**config.mk**
```make
export PLATFORM = sky130hd
export DESIGN_NAME = mac_post_adder
export DESIGN_NICKNAME = d
export VERILOG_FILES = /design/src/rtl/mac_pa_pkg.sv /design/src/rtl/mac_pair_stage.sv /design/src/rtl/mac_second_stage.sv /design/src/rtl/mac_round_sat.sv /design/src/rtl/mac_post_adder.sv
export SDC_FILE = /design/constraint.sdc
export NUM_CORES = 1
export LEC_CHECK = 0
export BUFFER_PORTS_ARGS = -buffer_cell sky130_fd_sc_hd__buf_2
export CAP_MARGIN = 25
export CELL_PAD_IN_SITES_DETAIL_PLACEMENT = 1
export CELL_PAD_IN_SITES_GLOBAL_PLACEMENT = 2
export CORE_MARGIN = 2
export CORE_UTILIZATION = 41
export DETAILED_ROUTE_END_ITERATION = 10
export PLACE_DENSITY = 0.9
export SLEW_MARGIN = 30
export SYNTH_ARGS = -nofsm -noshare
export SYNTH_HDL_FRONTEND = slang
export SYNTH_SLANG_ARGS = --single-unit
```
**constraint.sdc**
```tcl
create_clock -name clk -period 16.1 [get_ports clk]
set_input_delay 1.61 -clock clk [delete_from_list [all_inputs] [get_ports clk]]
set_output_delay 1.61 -clock clk [all_outputs]
set_load 0.1 [all_outputs]
```
**src/rtl/mac_pa_pkg.sv**
```systemverilog
package mac_pa_pkg;
  typedef enum logic [1:0] {
    MODE_SUM4  = 2'd0,
    MODE_ACC   = 2'd1,
    MODE_CHAIN = 2'd2,
    MODE_SUM4B = 2'd3
  } mac_mode_e;

  typedef enum logic [1:0] {
    SRC_PROD    = 2'd0,
    SRC_PAIR_LO = 2'd1,
    SRC_PAIR_HI = 2'd2,
    SRC_FINAL   = 2'd3
  } rs_src_e;
endpackage

```
**src/rtl/mac_pair_stage.sv**
```systemverilog
module mac_pair_stage #(
  parameter int PW       = 36,
  parameter int AW       = 44,
  parameter int USE_PIPE = 1
) (
  input  logic          clk,
  input  logic          rst_n,
  input  logic          adv,
  input  logic          in_valid,
  input  logic [4*PW-1:0] prod,
  input  logic [AW-1:0] chain_in,
  input  logic [1:0]    mode,
  input  logic [1:0]    src_sel,
  input  logic          rnd_en,
  input  logic          sat_en,
  input  logic          acc_clr,
  output logic          m_valid,
  output logic [AW-1:0] m_single,
  output logic [AW-1:0] m_lo,
  output logic [AW-1:0] m_hi,
  output logic [AW-1:0] m_chain,
  output logic [1:0]    m_mode,
  output logic [1:0]    m_src,
  output logic          m_rnd,
  output logic          m_sat,
  output logic          m_clr
);
  logic [AW-1:0] pext [4];
  logic [AW-1:0] c_lo, c_hi;

  for (genvar g = 0; g < 4; g++) begin : g_sext
    assign pext[g] = {{(AW-PW){prod[g*PW+PW-1]}}, prod[g*PW +: PW]};
  end

  assign c_lo = pext[0] + pext[1];
  assign c_hi = pext[2] + pext[3];

  if (USE_PIPE != 0) begin : g_pipe
    always_ff @(posedge clk) begin
      if (!rst_n) begin
        m_valid <= 1'b0;
      end else if (adv) begin
        m_valid <= in_valid;
      end
    end
    always_ff @(posedge clk) begin
      if (adv) begin
        m_single <= pext[0];
        m_lo     <= c_lo;
        m_hi     <= c_hi;
        m_chain  <= chain_in;
        m_mode   <= mode;
        m_src    <= src_sel;
        m_rnd    <= rnd_en;
        m_sat    <= sat_en;
        m_clr    <= acc_clr;
      end
    end
  end else begin : g_bypass
    assign m_valid  = in_valid;
    assign m_single = pext[0];
    assign m_lo     = c_lo;
    assign m_hi     = c_hi;
    assign m_chain  = chain_in;
    assign m_mode   = mode;
    assign m_src    = src_sel;
    assign m_rnd    = rnd_en;
    assign m_sat    = sat_en;
    assign m_clr    = acc_clr;
  end
endmodule

```
**src/rtl/mac_second_stage.sv**
```systemverilog
module mac_second_stage
  import mac_pa_pkg::*;
#(
  parameter int AW = 44
) (
  input  logic          clk,
  input  logic          rst_n,
  input  logic          fire,
  input  logic [AW-1:0] lo,
  input  logic [AW-1:0] hi,
  input  logic [AW-1:0] chain,
  input  logic [1:0]    mode,
  input  logic          clr,
  output logic [AW-1:0] sum
);
  logic [AW-1:0] acc_q;
  logic [AW-1:0] third;

  always_comb begin
    case (mode)
      MODE_ACC:   third = clr ? '0 : acc_q;
      MODE_CHAIN: third = chain;
      default:    third = '0;
    endcase
    sum = lo + hi + third;
  end

  always_ff @(posedge clk) begin
    if (!rst_n) begin
      acc_q <= '0;
    end else if (fire && (mode == MODE_ACC)) begin
      acc_q <= sum;
    end
  end
endmodule

```
**src/rtl/mac_round_sat.sv**
```systemverilog
module mac_round_sat #(
  parameter int AW    = 44,
  parameter int OW    = 32,
  parameter int RND_N = 8
) (
  input  logic [AW-1:0] val,
  input  logic          rnd_en,
  input  logic          sat_en,
  output logic [AW-1:0] res,
  output logic          ovf
);
  localparam logic [AW:0] HALF = (AW+1)'(1) << (RND_N-1);
  localparam logic [AW:0] KEEP = ~(((AW+1)'(1) << RND_N) - (AW+1)'(1));
  localparam logic signed [AW:0] SMAX = (AW+1)'((64'sd1 <<< (OW-1)) - 64'sd1);
  localparam logic signed [AW:0] SMIN = -SMAX - (AW+1)'(1);

  logic signed [AW:0] ext, rv;

  always_comb begin
    ext = {val[AW-1], val};
    rv  = rnd_en ? ((ext + HALF) & KEEP) : ext;
    ovf = 1'b0;
    res = rv[AW-1:0];
    if (sat_en) begin
      if (rv > SMAX) begin
        res = SMAX[AW-1:0];
        ovf = 1'b1;
      end else if (rv < SMIN) begin
        res = SMIN[AW-1:0];
        ovf = 1'b1;
      end
    end
  end
endmodule

```
**src/rtl/mac_post_adder.sv**
```systemverilog
module mac_post_adder
  import mac_pa_pkg::*;
#(
  parameter int PW       = 36,
  parameter int AW       = 44,
  parameter int OW       = 32,
  parameter int RND_N    = 8,
  parameter int USE_PIPE = 1
) (
  input  logic            clk,
  input  logic            rst_n,
  input  logic            in_valid,
  output logic            in_ready,
  input  logic [4*PW-1:0] prod,
  input  logic [AW-1:0]   chain_in,
  input  logic [1:0]      mode,
  input  logic [1:0]      src_sel,
  input  logic            rnd_en,
  input  logic            sat_en,
  input  logic            acc_clr,
  output logic            out_valid,
  input  logic            out_ready,
  output logic [AW-1:0]   out_data,
  output logic            out_ovf
);
  logic          adv;
  logic          m_valid, m_rnd, m_sat, m_clr;
  logic [AW-1:0] m_single, m_lo, m_hi, m_chain;
  logic [1:0]    m_mode, m_src;
  logic [AW-1:0] s2_sum, pick, rs_res;
  logic          rs_ovf;

  assign adv      = out_ready || !out_valid;
  assign in_ready = adv;

  mac_pair_stage #(.PW(PW), .AW(AW), .USE_PIPE(USE_PIPE)) u_pair (
    .clk(clk), .rst_n(rst_n), .adv(adv), .in_valid(in_valid), .prod(prod),
    .chain_in(chain_in), .mode(mode), .src_sel(src_sel), .rnd_en(rnd_en),
    .sat_en(sat_en), .acc_clr(acc_clr), .m_valid(m_valid), .m_single(m_single),
    .m_lo(m_lo), .m_hi(m_hi), .m_chain(m_chain), .m_mode(m_mode), .m_src(m_src),
    .m_rnd(m_rnd), .m_sat(m_sat), .m_clr(m_clr)
  );

  mac_second_stage #(.AW(AW)) u_s2 (
    .clk(clk), .rst_n(rst_n), .fire(adv && m_valid), .lo(m_lo), .hi(m_hi),
    .chain(m_chain), .mode(m_mode), .clr(m_clr), .sum(s2_sum)
  );

  always_comb begin
    case (m_src)
      SRC_PROD:    pick = m_single;
      SRC_PAIR_LO: pick = m_lo;
      SRC_PAIR_HI: pick = m_hi;
      default:     pick = s2_sum;
    endcase
  end

  mac_round_sat #(.AW(AW), .OW(OW), .RND_N(RND_N)) u_rs (
    .val(pick), .rnd_en(m_rnd), .sat_en(m_sat), .res(rs_res), .ovf(rs_ovf)
  );

  always_ff @(posedge clk) begin
    if (!rst_n) begin
      out_valid <= 1'b0;
    end else if (adv) begin
      out_valid <= m_valid;
    end
  end

  always_ff @(posedge clk) begin
    if (adv) begin
      out_data <= rs_res;
      out_ovf  <= rs_ovf;
    end
  end
endmodule

```
==> results of run 1 <==
## registers in the layout (all words and copies together), names as in the netlist
signal,count
out_valid,1
u_pair.m_single,36
out_ovf,1
u_pair.m_clr,1
u_s2.acc_q,44
u_pair.m_lo,37
u_pair.m_chain,44
u_pair.m_sat,1
u_pair.m_src,2
u_pair.m_hi,37
u_pair.m_valid,1
u_pair.m_mode,2
u_pair.m_rnd,1
out_data,44
## power by group
group / internal, mW / switching, mW / total (mW) / leakage (nW)
logic: 0.535 / 1.17 / 1.70 / 5.53
registers: 0.840 / 0.0712 / 0.911 / 2.52
clock network: 0.360 / 0.278 / 0.637 / 0.442
total: 1.73 / 1.52 / 3.25 / 8.50
## critical path, stage by stage (launching register included)
cell,delay (ns)
edfxtp_1,0.42
inv_1,0.08
ha_1,0.21
nor2b_4,0.15
buf_4,0.52
a22oi_1,0.15
or2_2,0.33
fa_1,0.50
inv_1,0.05
ha_1,0.24
fa_1,0.45
a211oi_2,0.28
o211ai_2,0.20
and3_1,0.23
nor3_1,0.48
o211ai_2,0.22
xor2_1,0.21
mux4_2,0.33
nand3_1,0.21
nor4_1,0.71
nand3_1,0.19
xor2_1,0.22
nor4b_1,0.37
and4b_1,0.25
a311o_1,0.16
buf_4,0.36
o21ai_1,0.17
## final timing paths
kind	cells past startpoint	startpoint	end
worst min-delay path	2	u_s2.acc_q[25]$_SDFFE_PN0P_	u_s2.acc_q[25]$_SDFFE_PN0P_
worst max register to register	26	u_pair.m_mode[1]$_DFFE_PN_	out_data[25]$_DFFE_PN_
worst min register to register	2	u_s2.acc_q[25]$_SDFFE_PN0P_	u_s2.acc_q[25]$_SDFFE_PN0P_
worst max-delay path	26	u_pair.m_mode[1]$_DFFE_PN_	out_data[25]$_DFFE_PN_
## layer usage
layer | wire length [µm] | up-vias | track usage (%)
met1 | 27100 | 7212 | 36.4
met4 | 1210 | 0 | 6.15
met2 | 25600 | 428 | 40.5
met5 | 0 | - | 0
li1 | - | 6917 | -
met3 | 3130 | 72 | 3.15
## logic make-up (layout without fill, tap and decap cells)
| kind of cell | Yosys count | count (layout) | synth area share (%) |
|---|---|---|---|
| AOI/OAI and AO/OA | 501 | 501 | 19.0 |
| xor gates and xnor gates | 125 | 125 | 6.15 |
| adders and majority gates | 164 | 164 | 13.5 |
| buffers and inverters | 175 | 410 | 3.87 |
| DFF | 252 | 252 | 39.9 |
| muxes | 31 | 31 | 2.92 |
| other | 0 | 2 | 0 |
| and+or+nand+nor | 516 | 516 | 14.7 |
## cell usage in the layout (no fill, tap or decap), types with 18 or more instances in the layout
cell / n
nor3_1: 27
xor2_1: 43
a21oi_1: 126
xnor2_1: 82
nor2_1: 127
and2_1: 25
dfxtp_1: 46
clkbuf_16: 29
ha_1: 117
o21ai_0: 64
and3_1: 20
nand4_1: 18
a21o_1: 44
inv_1: 98
edfxtp_1: 206
nand2_1: 151
o211ai_1: 20
a21boi_0: 22
o21a_1: 19
buf_2: 245
nor2b_1: 22
o21ai_1: 26
a22oi_1: 45
nand3_1: 42
fa_1: 46
## area by class of cell
type / instances / area (µm²)
clock inverters: 23 / 170
repair buffers: 258 / 1320
inverters: 99 / 372
multi-input cells: 1337 / 10000
clock buffers: 30 / 729
fillers: 4904 / 22500
well taps: 585 / 732
diodes: 2 / 5.00
flip-flops and latches: 252 / 7110
==> run_results.csv, run 1 <==
group,metric,value,unit
job,cap_violations,0,
synthesis,syn_inst,1764,
synthesis,ys_warn_count,0,
timing,skew,0.0124,ns
final_layout,drive_above_1_share,19.1,%
clock_network,ctsResizeCount,0,
grt,grt_pass1_wl,88200,µm
synthesis,synth_fp_nets,2127,
synthesis,ys_seq_area_share,39.9,%
place,gp_congestion,0.917,
route,firstDrtPassIters,5,
synthesis,synth_edf_count,206,
critical_path,rrSetupSlack,8.13,ns
clock_network,cts_root_buf,"clkbuf_16",
timing,fmax,0.125,GHz
grt,grt_max_degree,60,
synthesis,syn_area,17800,µm²
synthesis,synth.distinct_cells,84,
clock_network,cts_sinks,252,
final_layout,nNetsFinal,2340,
critical_path,crit_arrival,8.25,ns
clock_network,clkLatencyLatePin,0.57,ns
clock_network,clock_path_buffers,3,
synthesis,async_flop_share,0,%
synthesis,yosys_most_used_dff,"edfxtp_1",
place,hpwl,43900,µm
synthesis,synth.most_common_cell,"edfxtp_1",
critical_path,critPathMaxFanout,44,
synthesis,synth_commonest_cells,"edfxtp_1 (206), nand2_1 (151), nor2_1 (127)",
place,io_buffers,245,
die,die_x,212,µm
clock_network,cts_tree,"yes",
status,status,"complete, no violations",
synthesis,synth-seq-cells,252,
grt,grt_usage,25.3,%
place,dpl_cell_area,19600,µm²
die,ios,246,
route,post-route-drc-count,0,
final_layout,syn_to_final_growth,15.0,%
clock_network,cts_made_buffers,29,
place,pre_cts_ws,8.12,ns
die,dieHeight,212,µm
die,rows,76,
timing,finalSetupTns,0,ns
timing,setup_ws,8.13,ns
grt,antenna_found_initial,4,
route,final_antenna_net_count,0,
critical_path,crit_path_start_kind,"flop",
route,vias,14600,
pwr,power,3.25,mW
timing,tightest_slew,0.859,ns
final_layout,stdcell_area,20500,µm²
synthesis,syn_avg_cell_area,10.1,µm²
clock_network,postCtsSetupBuffers,0,
timing,finalHoldViolCount,0,
timing,fin_crit,7.97,ns
die,dieArea,45100,µm²
timing,grt_setup_unrepaired,"no",
final_layout,utilization,47.6,%
timing,period_share,49.5,%
timing,slew_headroom,42.6,%
route,drt-initial-drc-count,1062,
final_layout,finalNonFillerCells,2586,
pwr,peakVddDrop,110,µV
synthesis,synthTopCellsByArea,"edfxtp_1 (35%), ha_1 (8.3%), dfxtp_1 (5.2%)",
grt,first_global_vias,15300,
timing,hold_slack,0.455,ns
critical_path,required,16.38,ns
timing,maxSlewViolCount,0,
die,core,43000,µm²
die,initial_core_util,41.4,%
grt,grt_overflow,0,
pwr,leakage,8.50,nW
route,via_per_inst,5.66,
critical_path,path_class,"reg2reg",
min_path,hold_class,"reg2reg",
place,placed_cells,2531,
route,wl,57100,µm
clock_network,htreeDepth,1,
pwr,p_per_area,159,nW/µm²
synthesis,synth_top_area_cell,"edfxtp_1",
timing,setup_viol,0,
clock_network,path_clk_slew,0.06,ns
route,wl_per_cell,22.1,µm
synthesis,synth_top_cell_area_share,34.8,%
critical_path,cp-end-kind,"flop",
clock_network,holdBufCountCts,0,
Power figures use the tool's default switching activity.
==> run 2, diff against run 1 <==
--- a/config.mk
+++ b/config.mk
@@ -10,9 +10,9 @@
 export CELL_PAD_IN_SITES_DETAIL_PLACEMENT = 1
 export CELL_PAD_IN_SITES_GLOBAL_PLACEMENT = 2
 export CORE_MARGIN = 2
-export CORE_UTILIZATION = 41
+export CORE_UTILIZATION = 34
 export DETAILED_ROUTE_END_ITERATION = 10
-export PLACE_DENSITY = 0.9
+export PLACE_DENSITY = 0.8
 export SLEW_MARGIN = 30
 export SYNTH_ARGS = -nofsm -noshare
 export SYNTH_HDL_FRONTEND = slang
==> constraint.sdc (replaced) <==
create_clock -name clk -period 7.3 [get_ports clk]
set_input_delay 0.73 -clock clk [delete_from_list [all_inputs] [get_ports clk]]
set_output_delay 0.73 -clock clk [all_outputs]
set_load 0.1 [all_outputs]
==> run_results.csv, run 2 (synthesized netlist as in run 1, its figures left out) <==
group,metric,value,unit
die,initial_core_util,34.6,%
final_layout,drive_above_1_share,22.0,%
min_path,min_to,"u_pair.m_chain[30]$_DFFE_PN_",
route,drt-initial-drc-count,1028,
critical_path,crit_path_start_kind,"flop",
timing,period_share,95.8,%
clock_network,clkLatencyLatePin,0.59,ns
timing,fin_crit,6.99,ns
min_path,hold_start,"chain_in[30]",
timing,maxSlewViolCount,0,
place,hpwl,47100,µm
final_layout,final_common_cell,"buf_2",
final_layout,final-seq-area,7110,µm²
critical_path,cp-end-kind,"flop",
die,ios,246,
final_layout,fillers,5859,
timing,grt_setup_unrepaired,"yes",
route,wl,60100,µm
clock_network,cts_root_buf,"clkbuf_16",
timing,slew_headroom,41.5,%
critical_path,worstSetupStartpoint,"u_pair.m_mode[1]$_DFFE_PN_",
die,die_x,233,µm
final_layout,finalNonFillerCells,2733,
clock_network,clock_path_buffers,3,
critical_path,rrSetupSlack,0.31,ns
timing,setup_viol,0,
critical_path,r2r-start,"u_pair.m_mode[1]$_DFFE_PN_",
place,io_buffers,245,
critical_path,path_class,"reg2reg",
critical_path,required,7.69,ns
min_path,min_path_cells,1,
route,firstDrtPassIters,5,
final_layout,multi_input_area,10200,µm²
critical_path,r2r_cells,26,
final_layout,stdcell_area,21300,µm²
route,post-route-drc-count,0,
min_path,hold_class,"in2reg",
place,placed_cells,2666,
die,core,51500,µm²
place,gp_congestion,0.852,
timing,skew,0.0290,ns
route,wl_per_cell,22.0,µm
final_layout,top_regs,"out_data: 44 flops, u_pair.m_chain: 44 flops, u_s2.acc_q: 44 flops",
clock_network,htreeDepth,1,
timing,finalHoldViolCount,0,
final_layout,layout_common_cells,"buf_2 (245), edfxtp_1 (206), nand2_1 (151)",
grt,antenna_found_initial,1,
job,cap_violations,0,
route,via_per_inst,5.37,
critical_path,crit_arrival,7.38,ns
final_layout,nNetsFinal,2392,
place,pre_cts_ws,0.0962,ns
grt,grt_pass1_wl,91800,µm
pwr,leakage,8.84,nW
pwr,p_per_area,359,nW/µm²
timing,setup_ws,0.307,ns
grt,grt_overflow,0,
die,dieHeight,233,µm
critical_path,critPathMaxFanout,28,
grt,first_global_vias,15500,
grt,grt_usage,22.1,%
clock_network,cts_sinks,252,
clock_network,cts_made_buffers,30,
pwr,peakVddDrop,181,µV
final_layout,syn_to_final_growth,19.4,%
grt,grt_max_degree,68,
timing,fmax,0.143,GHz
pwr,power,7.62,mW
route,vias,14700,
place,dpl_cell_area,20000,µm²
final_layout,antenna_cells,0,
timing,tightest_slew,0.877,ns
die,rows,83,
status,status,"complete, no violations",
clock_network,path_clk_slew,0.07,ns
critical_path,r2r-end,"out_data[5]$_DFFE_PN_",
die,dieArea,54200,µm²
timing,hold_slack,0.324,ns
clock_network,cts_tree,"yes",
route,final_antenna_net_count,0,
clock_network,holdBufCountCts,0,
[run 2: changes by cell type in the layout (fill, tap and decap cells not counted), sizes merged, moves of 2 or more]
| cell | change |
|---|---|
| bufinv | +2 |
| clkinv | -7 |
| clkbuf | +12 |
| buf | +51 |
| diode | -2 |
| inv | -3 |
[run 2: area by class of cell]
class / count / area share [%]
Multi-Input combinational cell: 1337 / 47.8
Clock inverter: 14 / 0.818
Inverter: 99 / 1.75
Timing Repair Buffer: 309 / 8.30
Tap cell: 680 / 4.00
Clock buffer: 42 / 3.84
Sequential cell: 252 / 33.4
[run 2: where the power goes]
part	total, mW	internal, mW	switching [mW]
Combinational	4.05	1.36	2.69
Clock	1.54	0.918	0.626
Sequential	2.03	1.85	0.172
[run 2: through the flow]
stage / utilization [%] / setup TNS [ns]
detailed placement: 38.9 / 0
CTS: 40.8 / 0
global placement: 38.9 / 0
finish: 41.3 / 0
global route: 41.3 / -0.700
floorplan: - / 0
[run 2: repair_timing]
action,4_1_cts,5_1_grt
gates resized for setup,0,33
setup endpoints to repair,0,38
buffers inserted,0,11
[run 2: metal layers]
metal,global-route usage [%],wire length [µm],vias up
met1,32.6,29900,7280
met3,2.12,2410,58
met2,35.4,26800,319
li1,-,-,7029
met5,0,0,-
met4,3.94,922,0
[run 2: how the worst max path moves through the flow]
stage,end,slack (ns),depth (start not counted)
after floorplan,out_data[18]$_DFFE_PN_,0.94,28
after global placement,out_data[4]$_DFFE_PN_,0.22,25
after detailed placement,out_data[23]$_DFFE_PN_,0.1,25
after CTS,out_data[23]$_DFFE_PN_,0.08,25
after global routing,out_data[5]$_DFFE_PN_,-0.07,26
final,out_data[5]$_DFFE_PN_,0.31,26
[run 2: worst max-delay path, cell delays in order (launching register included)]
cell	delay, ns
edfxtp_1	0.38
inv_1	0.07
ha_1	0.19
nor2b_4	0.25
buf_8	0.28
a22oi_1	0.09
or2_2	0.29
fa_1	0.49
inv_1	0.05
ha_1	0.38
a21oi_1	0.27
and2_1	0.19
a21bo_2	0.23
o21a_1	0.27
a211oi_4	0.38
buf_4	0.17
o21ai_0	0.17
a221oi_1	0.41
xnor2_1	0.21
a31o_2	0.28
and3_1	0.21
a211o_1	0.26
a21oi_1	0.12
or4b_1	0.51
and2_4	0.24
buf_12	0.15
o31ai_2	0.23
==> run 3, diff against run 2 <==
--- a/config.mk
+++ b/config.mk
@@ -13,6 +13,7 @@
 export CORE_UTILIZATION = 34
 export DETAILED_ROUTE_END_ITERATION = 10
 export PLACE_DENSITY = 0.8
+export RECOVER_POWER = 25
 export SLEW_MARGIN = 30
 export SYNTH_ARGS = -nofsm -noshare
 export SYNTH_HDL_FRONTEND = slang
==> run_results.csv, run 3 (synthesized netlist as in run 1, its figures left out) <==
group,metric,value,unit
final_layout,utilization,41.1,%
place,gp_congestion,0.852,
timing,tightest_slew,1.98,ns
pwr,p_per_area,360,nW/µm²
final_layout,multi_input_area,10200,µm²
route,drt-initial-drc-count,1074,
grt,first_global_vias,15500,
clock_network,clkLatencyLatePin,0.59,ns
die,dieArea,54200,µm²
critical_path,path_class,"reg2reg",
die,rows,83,
job,cap_violations,1,
final_layout,finalNonFillerCells,2733,
grt,antenna_found_initial,1,
critical_path,crit_arrival,7.39,ns
timing,finalHoldViolCount,0,
status,violations,"max-capacitance violations, max-slew violations",
final_layout,drive_above_1_share,19.9,%
clock_network,path_clk_slew,0.06,ns
route,via_per_inst,5.39,
final_layout,nNetsFinal,2392,
grt,grt_pass1_wl,91800,µm
critical_path,required,7.69,ns
clock_network,cts_root_buf,"clkbuf_16",
grt,grt_overflow,0,
die,die_x,233,µm
timing,fmax,0.143,GHz
final_layout,fillers,5881,
timing,fin_crit,7.00,ns
timing,slew_headroom,-31.9,%
route,post-route-drc-count,0,
final_layout,final_common_cell,"edfxtp_1",
die,core,51500,µm²
clock_network,cts_made_buffers,30,
pwr,peakVddDrop,180,µV
final_layout,antenna_cells,0,
final_layout,layout_common_cells,"edfxtp_1 (206), buf_2 (203), nand2_1 (151)",
place,hpwl,47100,µm
clock_network,cts_tree,"yes",
die,initial_core_util,34.6,%
final_layout,top_regs,"out_data: 44 flops, u_pair.m_chain: 44 flops, u_s2.acc_q: 44 flops",
route,wl,60200,µm
route,final_antenna_net_count,0,
min_path,hold_class,"in2reg",
clock_network,htreeDepth,1,
route,wl_per_cell,22.0,µm
die,dieHeight,233,µm
timing,maxSlewViolCount,45,
clock_network,clock_path_buffers,3,
timing,period_share,95.9,%
critical_path,rrSetupSlack,0.30,ns
timing,setup_viol,0,
timing,skew,0.0289,ns
critical_path,cp-end-kind,"flop",
critical_path,critPathMaxFanout,28,
grt,grt_max_degree,68,
route,vias,14700,
final_layout,final-seq-area,7110,µm²
pwr,power,7.62,mW
critical_path,crit_path_start_kind,"flop",
timing,grt_setup_unrepaired,"yes",
clock_network,cts_sinks,252,
die,ios,246,
place,placed_cells,2666,
final_layout,syn_to_final_growth,19.1,%
route,firstDrtPassIters,5,
grt,grt_usage,22.1,%
status,status,"finished, violations left",
place,io_buffers,245,
pwr,leakage,8.72,nW
## run 3: cell types whose count changed in the layout (fill, tap and decap cells not counted), sizes merged
cell / change
buf: -42
clkbuf: +42
## run 3: final cells by class
type	instances	share of cell area, %
clock buffer	42	3.86
clock inverter	14	0.821
inverter	99	1.75
multi-input combinational	1337	47.9
sequential	252	33.5
tap	680	4.02
timing repair buffer	309	8.07
## run 3: timing repair
| item | in CTS | in global routing |
|---|---|---|
| hold buffers | 0 | 0 |
| endpoints found under the setup margin | 0 | 38 |
| resized for setup | 0 | 33 |
| setup buffers | 0 | 11 |
## run 3: path summary, 6_finish.rpt
path,startpoint,endpoint,depth (start not counted)
max,u_pair.m_mode[1]$_DFFE_PN_,out_data[5]$_DFFE_PN_,26
min,chain_in[30],u_pair.m_chain[30]$_DFFE_PN_,1
max reg2reg,u_pair.m_mode[1]$_DFFE_PN_,out_data[5]$_DFFE_PN_,26
min reg2reg,u_s2.acc_q[19]$_SDFFE_PN0P_,u_s2.acc_q[19]$_SDFFE_PN0P_,2
## run 3: power by group
| group | internal, mW | switching [mW] | leakage [nW] | total [mW] |
|---|---|---|---|---|
| Combinational | 1.35 | 2.70 | 5.72 | 4.05 |
| Sequential | 1.86 | 0.172 | 2.52 | 2.03 |
| Clock | 0.918 | 0.624 | 0.476 | 1.54 |
| Total | 4.13 | 3.49 | 8.72 | 7.62 |
## run 3: per-stage QoR
step                      setup WS (ns)  TNS [ns]  hold WS, ns  cell area (µm²)
after floorplan                   0.941         0        0.432            17800
after global placement            0.221         0        0.440            20000
after detailed placement         0.0962         0        0.448            20000
after CTS                        0.0849         0        0.292            21000
after global routing            -0.0691    -0.700        0.298            21200
final                             0.297         0        0.326            21200
## run 3: critical path, stage by stage, from the launching register on
cell and delay (ns):
edfxtp_1 0.38, inv_1 0.07, ha_1 0.19, nor2b_4 0.25, buf_8 0.27, a22oi_1 0.09, or2_2 0.29, fa_1 0.49
inv_1 0.05, ha_1 0.38, a21oi_1 0.27, and2_1 0.19, a21bo_2 0.23, o21a_1 0.27, a211oi_4 0.38, buf_4 0.17
o21ai_0 0.17, a221oi_1 0.42, xnor2_1 0.21, a31o_2 0.28, and3_1 0.21, a211o_1 0.26, a21oi_1 0.12, or4b_1 0.51
and2_4 0.24, buf_12 0.15, o31ai_2 0.23
## run 3: layer usage
metal / GRT usage [%] / vias to the layer above / share of wire (%)
li1: - / 7030 / -
met1: 32.6 / 7299 / 50
met2: 35.4 / 331 / 45
met3: 2.12 / 58 / 4.2
met4: 3.94 / 0 / 1.5
met5: 0 / - / 0
